**src/rtl/swe_pkg.sv**
```systemverilog
package swe_pkg;
  localparam int LEN_W = 8;
  localparam logic [1:0] RESP_OKAY = 2'b00;
  localparam int TAG_W = 16;
endpackage

```
**src/rtl/swe_addr_seq.sv**
```systemverilog
module swe_addr_seq
  import swe_pkg::*;
#(
  parameter int ADDR_W   = 32,
  parameter int SIZE_W   = 32,
  parameter int CNT_W    = 32,
  parameter int BEAT_LOG = 5
) (
  input  logic              clk,
  input  logic              rst_n,
  input  logic              load,
  input  logic [ADDR_W-1:0] base,
  input  logic [CNT_W-1:0]  count,
  input  logic [SIZE_W-1:0] burst_bytes,
  input  logic [SIZE_W-1:0] stride,
  input  logic [SIZE_W-1:0] window,
  input  logic              aw_ready,
  output logic              aw_valid,
  output logic [ADDR_W-1:0] aw_addr,
  output logic [LEN_W-1:0]  aw_len,
  output logic [CNT_W-1:0]  left
);
  logic [ADDR_W-1:0] base_q;
  logic [SIZE_W-1:0] step_q;
  logic [SIZE_W-1:0] mask_q;
  logic [SIZE_W-1:0] offs_q;
  logic [LEN_W-1:0]  len_q;
  logic [CNT_W-1:0]  left_q;
  logic [SIZE_W-1:0] beats;
  logic              fire;

  assign beats    = burst_bytes >> BEAT_LOG;
  assign fire     = aw_valid && aw_ready;
  assign aw_valid = (left_q != '0);
  assign aw_addr  = base_q + ADDR_W'(offs_q);
  assign aw_len   = len_q;
  assign left     = left_q;

  always_ff @(posedge clk) begin
    if (!rst_n) begin
      base_q <= '0;
      step_q <= '0;
      mask_q <= '0;
      offs_q <= '0;
      len_q  <= '0;
      left_q <= '0;
    end else if (load) begin
      base_q <= base;
      step_q <= stride;
      mask_q <= window - SIZE_W'(1);
      offs_q <= '0;
      len_q  <= LEN_W'(beats - SIZE_W'(1));
      left_q <= count;
    end else if (fire) begin
      offs_q <= (offs_q + step_q) & mask_q;
      left_q <= left_q - CNT_W'(1);
    end
  end


  aw_hold_chk: assert property (@(posedge clk) disable iff (!rst_n)
    aw_valid && !aw_ready |=> aw_valid && $stable(aw_addr) && $stable(aw_len));


  aw_window_chk: assert property (@(posedge clk) disable iff (!rst_n)
    aw_valid |-> ((aw_addr - base_q) <= ADDR_W'(mask_q)));
endmodule

```
**src/rtl/swe_beat_seq.sv**
```systemverilog
module swe_beat_seq
  import swe_pkg::*;
#(
  parameter int DATA_W = 256,
  parameter int CNT_W  = 32
) (
  input  logic              clk,
  input  logic              rst_n,
  input  logic              load,
  input  logic [CNT_W-1:0]  count,
  input  logic [LEN_W-1:0]  len,
  input  logic              w_ready,
  output logic              w_valid,
  output logic              w_last,
  output logic [DATA_W-1:0] w_data,
  output logic [CNT_W-1:0]  left
);
  localparam int REP = DATA_W / 32;

  logic [CNT_W-1:0] left_q;
  logic [LEN_W-1:0] beat_q;
  logic [TAG_W-1:0] idx_q;
  logic [31:0]      word;
  logic             fire;

  assign w_valid = (left_q != '0);
  assign w_last  = (beat_q == len);
  assign fire    = w_valid && w_ready;
  assign word    = {idx_q, TAG_W'(beat_q)};
  assign left    = left_q;

  generate
    for (genvar k = 0; k < REP; k++) begin : g_rep
      assign w_data[k*32 +: 32] = word;
    end
  endgenerate

  always_ff @(posedge clk) begin
    if (!rst_n) begin
      left_q <= '0;
      beat_q <= '0;
      idx_q  <= '0;
    end else if (load) begin
      left_q <= count;
      beat_q <= '0;
      idx_q  <= '0;
    end else if (fire) begin
      if (w_last) begin
        beat_q <= '0;
        idx_q  <= idx_q + TAG_W'(1);
        left_q <= left_q - CNT_W'(1);
      end else begin
        beat_q <= beat_q + LEN_W'(1);
      end
    end
  end


  w_hold_chk: assert property (@(posedge clk) disable iff (!rst_n)
    w_valid && !w_ready |=> w_valid && $stable(w_data) && $stable(w_last));


  beat_bound_chk: assert property (@(posedge clk) disable iff (!rst_n)
    w_valid |-> beat_q <= len);
endmodule

```
**src/rtl/swe_resp_track.sv**
```systemverilog
module swe_resp_track
  import swe_pkg::*;
#(
  parameter int CNT_W = 32
) (
  input  logic             clk,
  input  logic             rst_n,
  input  logic             load,
  input  logic             active,
  input  logic [CNT_W-1:0] total,
  input  logic             b_valid,
  input  logic [1:0]       b_resp,
  output logic [CNT_W-1:0] got,
  output logic             last_hit,
  output logic             err
);
  logic [CNT_W-1:0] got_q;
  logic             err_q;
  logic             take;

  assign take     = active && b_valid;
  assign last_hit = take && (got_q == total - CNT_W'(1));
  assign got      = got_q;
  assign err      = err_q;

  always_ff @(posedge clk) begin
    if (!rst_n) begin
      got_q <= '0;
      err_q <= 1'b0;
    end else if (load) begin
      got_q <= '0;
      err_q <= 1'b0;
    end else if (take) begin
      got_q <= got_q + CNT_W'(1);
      if (b_resp != RESP_OKAY) err_q <= 1'b1;
    end
  end


  err_sticky_chk: assert property (@(posedge clk) disable iff (!rst_n)
    err && !load |=> err);
endmodule

```
**src/rtl/stride_wr_engine.sv**
```systemverilog
module stride_wr_engine
  import swe_pkg::*;
#(
  parameter int ADDR_W = 32,
  parameter int SIZE_W = 32,
  parameter int CNT_W  = 32,
  parameter int CYC_W  = 32,
  parameter int DATA_W = 256
) (
  input  logic              clk,
  input  logic              rst_n,
  input  logic              task_start,
  input  logic [ADDR_W-1:0] task_addr,
  input  logic [CNT_W-1:0]  task_count,
  input  logic [SIZE_W-1:0] task_burst,
  input  logic [SIZE_W-1:0] task_stride,
  input  logic [SIZE_W-1:0] task_window,
  output logic              busy,
  output logic              done,
  output logic              err,
  output logic [CYC_W-1:0]  elapsed,
  output logic              aw_valid,
  input  logic              aw_ready,
  output logic [ADDR_W-1:0] aw_addr,
  output logic [7:0]        aw_len,
  output logic              w_valid,
  input  logic              w_ready,
  output logic [DATA_W-1:0] w_data,
  output logic              w_last,
  input  logic              b_valid,
  output logic              b_ready,
  input  logic [1:0]        b_resp
);
  localparam int BEAT_LOG = $clog2(DATA_W / 8);

  logic             busy_q;
  logic             done_q;
  logic [CYC_W-1:0] cyc_q;
  logic [CNT_W-1:0] n_q;
  logic             accept;
  logic             last_hit;
  logic [CNT_W-1:0] aw_left;
  logic [CNT_W-1:0] w_left;
  logic [CNT_W-1:0] resp_got;
  logic [LEN_W-1:0] len_w;

  assign accept  = task_start && !busy_q;
  assign busy    = busy_q;
  assign done    = done_q;
  assign elapsed = cyc_q;
  assign b_ready = 1'b1;
  assign aw_len  = 8'(len_w);

  swe_addr_seq #(
    .ADDR_W(ADDR_W), .SIZE_W(SIZE_W), .CNT_W(CNT_W), .BEAT_LOG(BEAT_LOG)
  ) u_addr (
    .clk(clk), .rst_n(rst_n), .load(accept),
    .base(task_addr), .count(task_count), .burst_bytes(task_burst),
    .stride(task_stride), .window(task_window),
    .aw_ready(aw_ready), .aw_valid(aw_valid), .aw_addr(aw_addr),
    .aw_len(len_w), .left(aw_left)
  );

  swe_beat_seq #(.DATA_W(DATA_W), .CNT_W(CNT_W)) u_beat (
    .clk(clk), .rst_n(rst_n), .load(accept), .count(task_count),
    .len(len_w), .w_ready(w_ready), .w_valid(w_valid), .w_last(w_last),
    .w_data(w_data), .left(w_left)
  );

  swe_resp_track #(.CNT_W(CNT_W)) u_resp (
    .clk(clk), .rst_n(rst_n), .load(accept), .active(busy_q), .total(n_q),
    .b_valid(b_valid), .b_resp(b_resp), .got(resp_got),
    .last_hit(last_hit), .err(err)
  );

  always_ff @(posedge clk) begin
    if (!rst_n) begin
      busy_q <= 1'b0;
      done_q <= 1'b0;
      cyc_q  <= '0;
      n_q    <= '0;
    end else if (accept) begin
      n_q    <= task_count;
      cyc_q  <= '0;
      busy_q <= (task_count != '0);
      done_q <= (task_count == '0);
    end else if (busy_q) begin
      cyc_q <= cyc_q + CYC_W'(1);
      if (last_hit) begin
        busy_q <= 1'b0;
        done_q <= 1'b1;
      end
    end
  end


  idle_quiet_chk: assert property (@(posedge clk) disable iff (!rst_n)
    !busy_q |-> !aw_valid && !w_valid);


  resp_bound_chk: assert property (@(posedge clk) disable iff (!rst_n)
    busy_q |-> ({1'b0, resp_got} + {1'b0, aw_left} <= {1'b0, n_q}) &&
               ({1'b0, resp_got} + {1'b0, w_left} <= {1'b0, n_q}));


  done_idle_chk: assert property (@(posedge clk) disable iff (!rst_n)
    done_q |-> !busy_q);


  elapsed_frozen_chk: assert property (@(posedge clk) disable iff (!rst_n)
    done_q && !accept |=> $stable(cyc_q));


  zero_task_chk: assert property (@(posedge clk) disable iff (!rst_n)
    accept && task_count == '0 |=> done_q && !busy_q && cyc_q == '0);
endmodule

```
**config.mk**
```make
export PLATFORM = sky130hd
export DESIGN_NAME = stride_wr_engine
export DESIGN_NICKNAME = d
export VERILOG_FILES = /design/src/rtl/swe_pkg.sv /design/src/rtl/swe_addr_seq.sv /design/src/rtl/swe_beat_seq.sv /design/src/rtl/swe_resp_track.sv /design/src/rtl/stride_wr_engine.sv
export SDC_FILE = /design/constraint.sdc
export NUM_CORES = 1
export LEC_CHECK = 0
export CAP_MARGIN = 20
export CORE_MARGIN = 2
export CORE_UTILIZATION = 45
export CTS_BUF_LIST = sky130_fd_sc_hd__clkbuf_8
export CTS_CLUSTER_SIZE = 12
export DETAILED_ROUTE_END_ITERATION = 8
export PLACE_DENSITY = 0.76
export SLEW_MARGIN = 20
export SYNTH_ARGS = -nofsm -noshare
export SYNTH_HDL_FRONTEND = slang
export SYNTH_SLANG_ARGS = --single-unit
```
**constraint.sdc**
```tcl
create_clock -name clk -period 3.8 [get_ports clk]
set_input_delay 0.95 -clock clk [delete_from_list [all_inputs] [get_ports clk]]
set_output_delay 0.95 -clock clk [all_outputs]
set_load 0.1 [all_outputs]
```
Yosys cells after proc, flatten, opt, wreduce, memory -nomap -nowiden
Cells that the tools add are included.
Cells by class
  $add $sub $neg: 11
  eq/ne operators: 2
  multiplexer cells: 12
  bitwise gates (word level): 2
  reductions and logical operators: 21
Operators by type and width (count)
  $mux 32: 5
  $sub 32x1->32 const B: 4
  $reduce_bool 32->1: 3
  $add 32x1->32 const B: 2
  $add 32x32->32: 2
  $and 32x32->32: 1
  $eq 32x32->1: 1
  $logic_not 32->1: 1
  $add 16x1->16 const B: 1
  $reduce_bool 2->1: 6
  $add 8x1->8 const B: 1
  $eq 8x8->1: 1
  $mux 8: 1
  $reduce_and 2->1: 4
  $sub 8x1->8 const B: 1
  $mux 1: 6
  $logic_and 1x1->1: 5
  $reduce_or 2->1: 1
  $logic_not 1->1: 1
  $not 1->1: 1
Storage, ports and cells
  register bits: 323
  bits of input ports: 168
  output and inout port bits: 335
  logic and storage cells: 63

Longest topological paths before layout
Gate-level depths: netlist of run 1.
  word-level depth: 6
  gate-level depth with buffers: 12
  depth with buffers taken out: 12

Cells and area by module
From an unflattened synthesis of run 1, not the netlist that was laid out.
Unflattened totals
  cells, all modules: 2497
  area total of the unflattened synthesis: 20529.7 µm²
By module, submodules not included
  swe_addr_seq: instances 1, cells an instance 1222, area an instance 10237.3 µm², sequential area each 3363.2 µm²
  swe_beat_seq: instances 1, cells an instance 605, area an instance 4800.9 µm², sequential area each 1121.1 µm²
  stride_wr_engine: instances 1, cells an instance 335, area an instance 2831.5 µm², sequential area each 1321.3 µm²
  swe_resp_track: instances 1, cells an instance 335, area an instance 2660.1 µm², sequential area each 660.6 µm²

Least setup slack after synthesis of run 1
OpenSTA, ideal clock, no wires.
  kind: register -> output
  start: register u_addr.offs_q[0]
  end: output port aw_addr[20]
  arrival time: 3.985 ns
  path slack: -1.135 ns
  stages on the path, launching flop included: 13
  buffers on the path: 0
  cells stage by stage: dfxtp_1 -> ha_1 -> inv_1 -> fa_1 -> nor2b_1 -> o21ai_0 -> a21boi_0 -> o21ai_0 -> a31oi_1 -> a311o_1 -> a31o_2 -> a21oi_1 -> xnor2_1
On the way
  word-level cells in the longest chain between the ends: 1
Ends and longest elaborated chain
  start: declaration: RTL line swe_addr_seq.sv:26  | logic [SIZE_W-1:0] offs_q;
  start signal: assignment: RTL line swe_addr_seq.sv:55  | offs_q <= (offs_q + step_q) & mask_q;
  $add 32x32->32: RTL line swe_addr_seq.sv:35  | assign aw_addr = base_q + ADDR_W'(offs_q);
  end: declaration: RTL line stride_wr_engine.sv:24  | output logic [ADDR_W-1:0] aw_addr,
No other way between the ends.

Worst setup path after layout of run 1
  start: register u_addr.base_q[4]
  end: output port aw_addr[31]
On the way
  word-level cells in the longest chain between the ends: 1
Ends and longest elaborated chain
  start: declaration: RTL line swe_addr_seq.sv:23  | logic [ADDR_W-1:0] base_q;
  start signal: assignment: RTL line swe_addr_seq.sv:48  | base_q <= base;
  $add 32x32->32: RTL line swe_addr_seq.sv:35
No other way between the ends.

==> results.ini, run 1 <==
[worst_setup_path]
path_cells = ha_4 > o211ai_1 > o211ai_1 > nand2_2 > o31a_1 > o311a_1 > or2_4 > o211ai_1 > a21oi_2 > xnor2_4 > buf_12
worstPathRequired_ns = 2.85
path_class = reg -> out
cpMaxStageDelayCell = o311a_1
end_kind = output pin
slowest_delay_ns = 0.36
arrival_ns = 3.44
critPathMostFrequentCell = o211ai_1
start_kind = flop
critical_path.max_fanout = 2

[job]
maxCapViolCount = 0

[route]
dr_wl_met3_mm = 3.46
wl_met1_mm = 22.9
first_pass_iters = 5
drc = 0
ant_nets = 0
wl_mm = 55.4
wire_per_inst_um = 16.9
top_layer = met4
wl_met2_mm = 27.1
viasPerCell = 5.45
drt_iter0_drc = 1131
via_count = 17864

[layout]
syn_to_final_growth_pct = 28.4
nets = 2931
multi_input_area_um2 = 11600
final-seq-area_um2 = 6500
drive_gt1_share_pct = 19.7
fin_util_pct = 58.8
fillers = 3507

[global_route]
grt_start_max_net_pins = 143
track_usage_pct = 23.7
grt_first_pass_wirelength_mm = 86.0
grt-ovfl-total = 0
antenna_found_initial = 3
grt_pass1_vias = 17044

[sta]
rsz0062_at_grt = true
fin_skew_ns = 0.0316
finalSetupTns_ns = -5.69
timing.hold.ws_ns = 0.451
timing.fmax_mhz = 228
setup_ws_ns = -0.586
relSlewSlack_pct = 32.7
period_share_pct = 115
hold_violations = 0
final-setup-viol-count = 18
maxSlewViolCount = 0
period_minus_slack_ns = 4.39
tightest_slew_ns = 1.01

[synth]
yosys.area.top_type_share_pct = 33.6
ys_types = 76
synth_most_common_cell = dfxtp_1
synth_edf_count = 0
ys_seq_area_share_pct = 33.6
syn-instance-count = 2416
yosysTopAreaCell = dfxtp_1
async_reset_ff_share_pct = 0
synth.top_cells.by_count = 323 x dfxtp_1, 310 x nand2_1, 251 x a21oi_1, 234 x buf_4, 192 x nor2_1
synth-main-ff-cell = dfxtp_1
synth_warnings = 0
avgSynthCellArea_um2 = 7.96
syn_area_um2 = 19200
synth-seq-cells = 323
ys_top_cells_by_area = dfxtp_1 34%, buf_4 9.1%, xnor2_1 6.6%

[clocking]
path_clk_slew_ns = 0.06
tritoncts.num_buffers = 57
clockBufferDepth = 3
clock_sinks = 323
clock_latency_ns = 0.66
cts-htree-levels = 2
cts_tree = done
cts.hold.buffers_added = 0
root_buffer = clkbuf_8

[floorplan]
ioPinCount = 503
die_y_um = 211
dieArea_um2 = 44400
core_region_area_um2 = 42000
row_count = 75
start_util_pct = 45.8
die_x_um = 211

[status]
violations = negative setup slack
status = finished with violations

[placed_design]
portBuffers = 413
dp.final_hpwl_mm = 39.8
place.gp.congestion = 0.921
dp_slack_ns = -0.0797

[power]
leakagePower_nw = 10.0
finalPower_w = 0.00919
pwr_density_cell_nw_per_um2 = 372
ir_worst_vdd_uv = 295

[min_path]
hold_path_class = reg -> reg

==> sequential cells by signal (all words and copies together) (netlist names) <==
name           count
u_addr.step_q     32
n_q               32
u_beat.idx_q      16
u_addr.mask_q     32
u_addr.base_q     32
done               1
u_addr.aw_len      8
u_resp.got        32
u_resp.err         1
u_beat.beat_q      8
u_addr.left       32
u_addr.offs_q     32
busy               1
elapsed           32
u_beat.left       32
==> cell families (layout without fill, tap and decap cells) <==
| group | after synthesis | count (layout) | share of synthesized area, % |
|---|---|---|---|
| flip-flops | 323 | 323 | 33.6 |
| AND/OR/NAND/NOR | 859 | 859 | 21.3 |
| multiplexers | 6 | 6 | 0.338 |
| adder cells (fa/ha/maj) | 73 | 73 | 4.83 |
| other | 2 | 67 | 0.0390 |
| XOR/XNOR | 260 | 260 | 11.8 |
| AO/OA/AOI/OAI | 515 | 515 | 16.0 |
| buffers and inverters | 378 | 635 | 12.0 |
==> critical path, delay by kind of cell, from the launching register on <==
family | cells | cell delay (ns)
and+or+nand+nor | 2 | 0.35
DFF | 1 | 0.34
AOI/OAI and AO/OA | 6 | 1.48
xor gates and xnor gates | 1 | 0.18
adders and majority gates | 1 | 0.26
buffers and inverters | 1 | 0.19
==> metrics by stage <==
step           instance area [um2]  instances
6_report                     24700       3277
5_1_grt                      24700       3277
4_1_cts                      24500       3265
3_5_place_dp                 22600       3138
3_3_place_gp                 22600       3138
2_1_floorplan                19800       2479
==> worst paths after layout <==
kind,from,end,slack [ns],depth (start not counted)
max reg2reg,u_addr.offs_q[0],u_addr.offs_q[30],0.34,12
min reg2reg,u_resp.err,u_resp.err,0.45,2
min,u_resp.err,u_resp.err,0.45,2
max,u_addr.base_q[4],aw_addr[31],-0.59,11
==> layout make-up <==
| cell class | instances | share of cell area [%] |
|---|---|---|
| antenna | 2 | 0.0203 |
| clock inverter | 36 | 1.06 |
| timing repair buffer | 494 | 18.6 |
| tap | 539 | 2.73 |
| inverter | 36 | 0.557 |
| clock buffer | 69 | 3.84 |
| multi-input combinational | 1778 | 46.9 |
| sequential | 323 | 26.3 |
==> layout by cell type, fill, tap and decap left out, types with 15 or more instances in the layout <==
master,count
inv_1,56
buf_4,270
xnor2_1,129
a21o_1,25
nand2_1,307
xor2_1,111
nand4_1,34
conb_1,65
ha_1,55
nor2_1,191
or4_1,18
dfxtp_1,298
nor3_1,44
nor4_1,38
clkbuf_8,69
a211oi_1,37
dfxtp_2,24
clkdlybuf4s50_1,182
o21ai_0,83
and3_1,20
or3_1,34
o211ai_1,15
a21oi_1,235
a31oi_1,15
buf_12,28
nand3_1,84
ha_4,16
==> power breakdown <==
group / total (W) / switching [W] / internal, W / leakage, nW
Clock: 0.00343 / 0.00152 / 0.00191 / 0.708
Sequential: 0.00373 / 0.000170 / 0.00356 / 2.65
Combinational: 0.00202 / 0.00136 / 0.000662 / 6.64
==> routing by layer <==
metal / global-route usage, % / vias to the layer above
met5: 0 / -
li1: - / 8679
met1: 28.9 / 8391
met3: 4.42 / 141
met2: 41.2 / 653
met4: 9.47 / 0
==> repair_timing <==
item / in CTS / in global routing
resized for setup: 96 / 36
setup buffers: 26 / 12
endpoints found under the setup margin: 24 / 23
pin swaps: 50 / 34
(Power assumes the default switching activity.)
==> inputs of run 2 (changes only) <==
CORE_UTILIZATION = 30   (was 45)
PLACE_DENSITY = 0.55   (was 0.76)
==> results.ini, run 2 (synthesized netlist as in run 1, its figures left out) <==
[floorplan]
start_util_pct = 30.4
row_count = 92
ioPinCount = 503
die_y_um = 257
core_region_area_um2 = 63200
dieArea_um2 = 66200
die_x_um = 257

[layout]
nets = 2955
syn_to_final_growth_pct = 31.4
final_cell_mix = 308 x nand2_1, 303 x dfxtp_1, 285 x buf_4
layout.cells.non_filler = 3608
drive_gt1_share_pct = 20.2
final_common_cell = nand2_1

[placed_design]
dpl.cell_count = 3472
portBuffers = 413
dp.final_hpwl_mm = 43.5
place.gp.congestion = 0.859

[sta]
rsz0062_at_grt = true
tightest_slew_ns = 1.00
final-setup-viol-count = 21
fin_skew_ns = 0.0665
timing.fmax_mhz = 226
maxSlewViolCount = 0
hold_violations = 0
relSlewSlack_pct = 33.2
period_share_pct = 116
finalSetupTns_ns = -6.35
period_minus_slack_ns = 4.42
setup_ws_ns = -0.619

[route]
drc = 0
first_pass_iters = 5
wl_mm = 59.2
viasPerCell = 4.85
wire_per_inst_um = 16.4
via_count = 17494
ant_nets = 0
drt_iter0_drc = 848

[global_route]
met2_usage_pct = 28.8
grt_pass1_vias = 17151
busiest_layer = met2
grt_start_max_net_pins = 145
use_met1_pct = 22.1
track_usage_pct = 17.2
antenna_found_initial = 3
grt_first_pass_wirelength_mm = 92.9
grt-ovfl-total = 0
grt_use_met3_pct = 3.67

[worst_setup_path]
critical_path.max_fanout = 2
startpoint = u_addr.base_q[4]
end_kind = output pin
start_kind = flop
worst-r2r-cell-count = 10
arrival_ns = 3.47
worstSetupEndpoint = aw_addr[31]
reg2reg_from = u_addr.offs_q[1]
r2r_end = u_addr.offs_q[15]
reg2reg_slack_ns = 0.43
worstPathRequired_ns = 2.85
path_class = reg -> out

[status]
status = finished with violations
violations = negative setup slack

[job]
maxCapViolCount = 0

[clocking]
clockBufferDepth = 3
cts_tree = done
root_buffer = clkbuf_8
clock_latency_ns = 0.70
clock_sinks = 323
cts-htree-levels = 2
cts.hold.buffers_added = 0
tritoncts.num_buffers = 60
path_clk_slew_ns = 0.06

[power]
ir_worst_vdd_uv = 234
finalPower_w = 0.00931
leakagePower_nw = 10.1
pwr_density_cell_nw_per_um2 = 368

[min_path]
holdPathStages = 2
hold_path_class = reg -> reg

[run 2: cell count changes in the layout (fill, tap and decap cells not counted), sizes merged]
cell           before  now
bufinv              4    1
clkbuf             69   79
clkinv              6    7
inv                61   56
clkdlybuf4s50     182  183
bufbuf              1    0
buf               311  332
[run 2: per-layer routing]
layer,routed length (um),vias up,share of wire [%]
li1,-,8712,-
met1,26400,8208,45
met2,28000,476,47
met3,3450,94,5.8
met4,1340,4,2.3
met5,28,-,0.047
[run 2: cell type report]
type | instances | area [um2]
antenna | 2 | 5.00
clock buffer | 79 | 1090
clock inverter | 29 | 179
fill | 6293 | 37900
inverter | 36 | 138
multi-input combinational | 1778 | 11500
sequential | 323 | 6490
tap | 846 | 1060
timing repair buffer | 515 | 4770
[run 2: metrics by stage]
stage	area [um2]	setup slack, ns	utilization (%)	hold WS [ns]
final	25300	-0.619	40.0	0.445
after global placement	23200	-0.166	36.8	0.439
after floorplan	19800	-0.225	-	0.437
after CTS	24900	-0.792	39.4	0.451
after detailed placement	23200	-0.167	36.8	0.441
after global routing	25300	-0.875	40.0	0.481
[run 2: repair_timing]
| action | in CTS | in global routing |
|---|---|---|
| pin swaps | 49 | 49 |
| gates resized for setup | 68 | 59 |
| setup endpoints to repair | 26 | 25 |
| buffers inserted | 18 | 13 |
| cloned | 0 | 0 |
[run 2: how the worst min path moves through the flow]
stage | from | endpoint
after global routing | u_addr.base_q[26] | u_addr.base_q[26]
after floorplan | u_addr.mask_q[2] | u_addr.offs_q[2]
after global placement | u_resp.err | u_resp.err
after CTS | u_resp.err | u_resp.err
final | u_resp.err | u_resp.err
after detailed placement | u_resp.err | u_resp.err
[run 2: critical path, cell delays in order (launching register included)]
cell and delay [ns]:
dfxtp_2 0.33, ha_4 0.26, o211ai_1 0.10, o211ai_1 0.30
nand2_1 0.14, o31a_1 0.31, o311a_1 0.34, or2_4 0.24
o211ai_1 0.24, a21oi_2 0.17, xnor2_4 0.18, buf_12 0.19
[run 2: where the power goes]
group	switching, W	internal [W]	leakage (nW)
combinational	0.00138	0.000677	6.75
clock	0.00159	0.00193	0.722
sequential	0.000166	0.00356	2.65
total	0.00314	0.00617	10.1
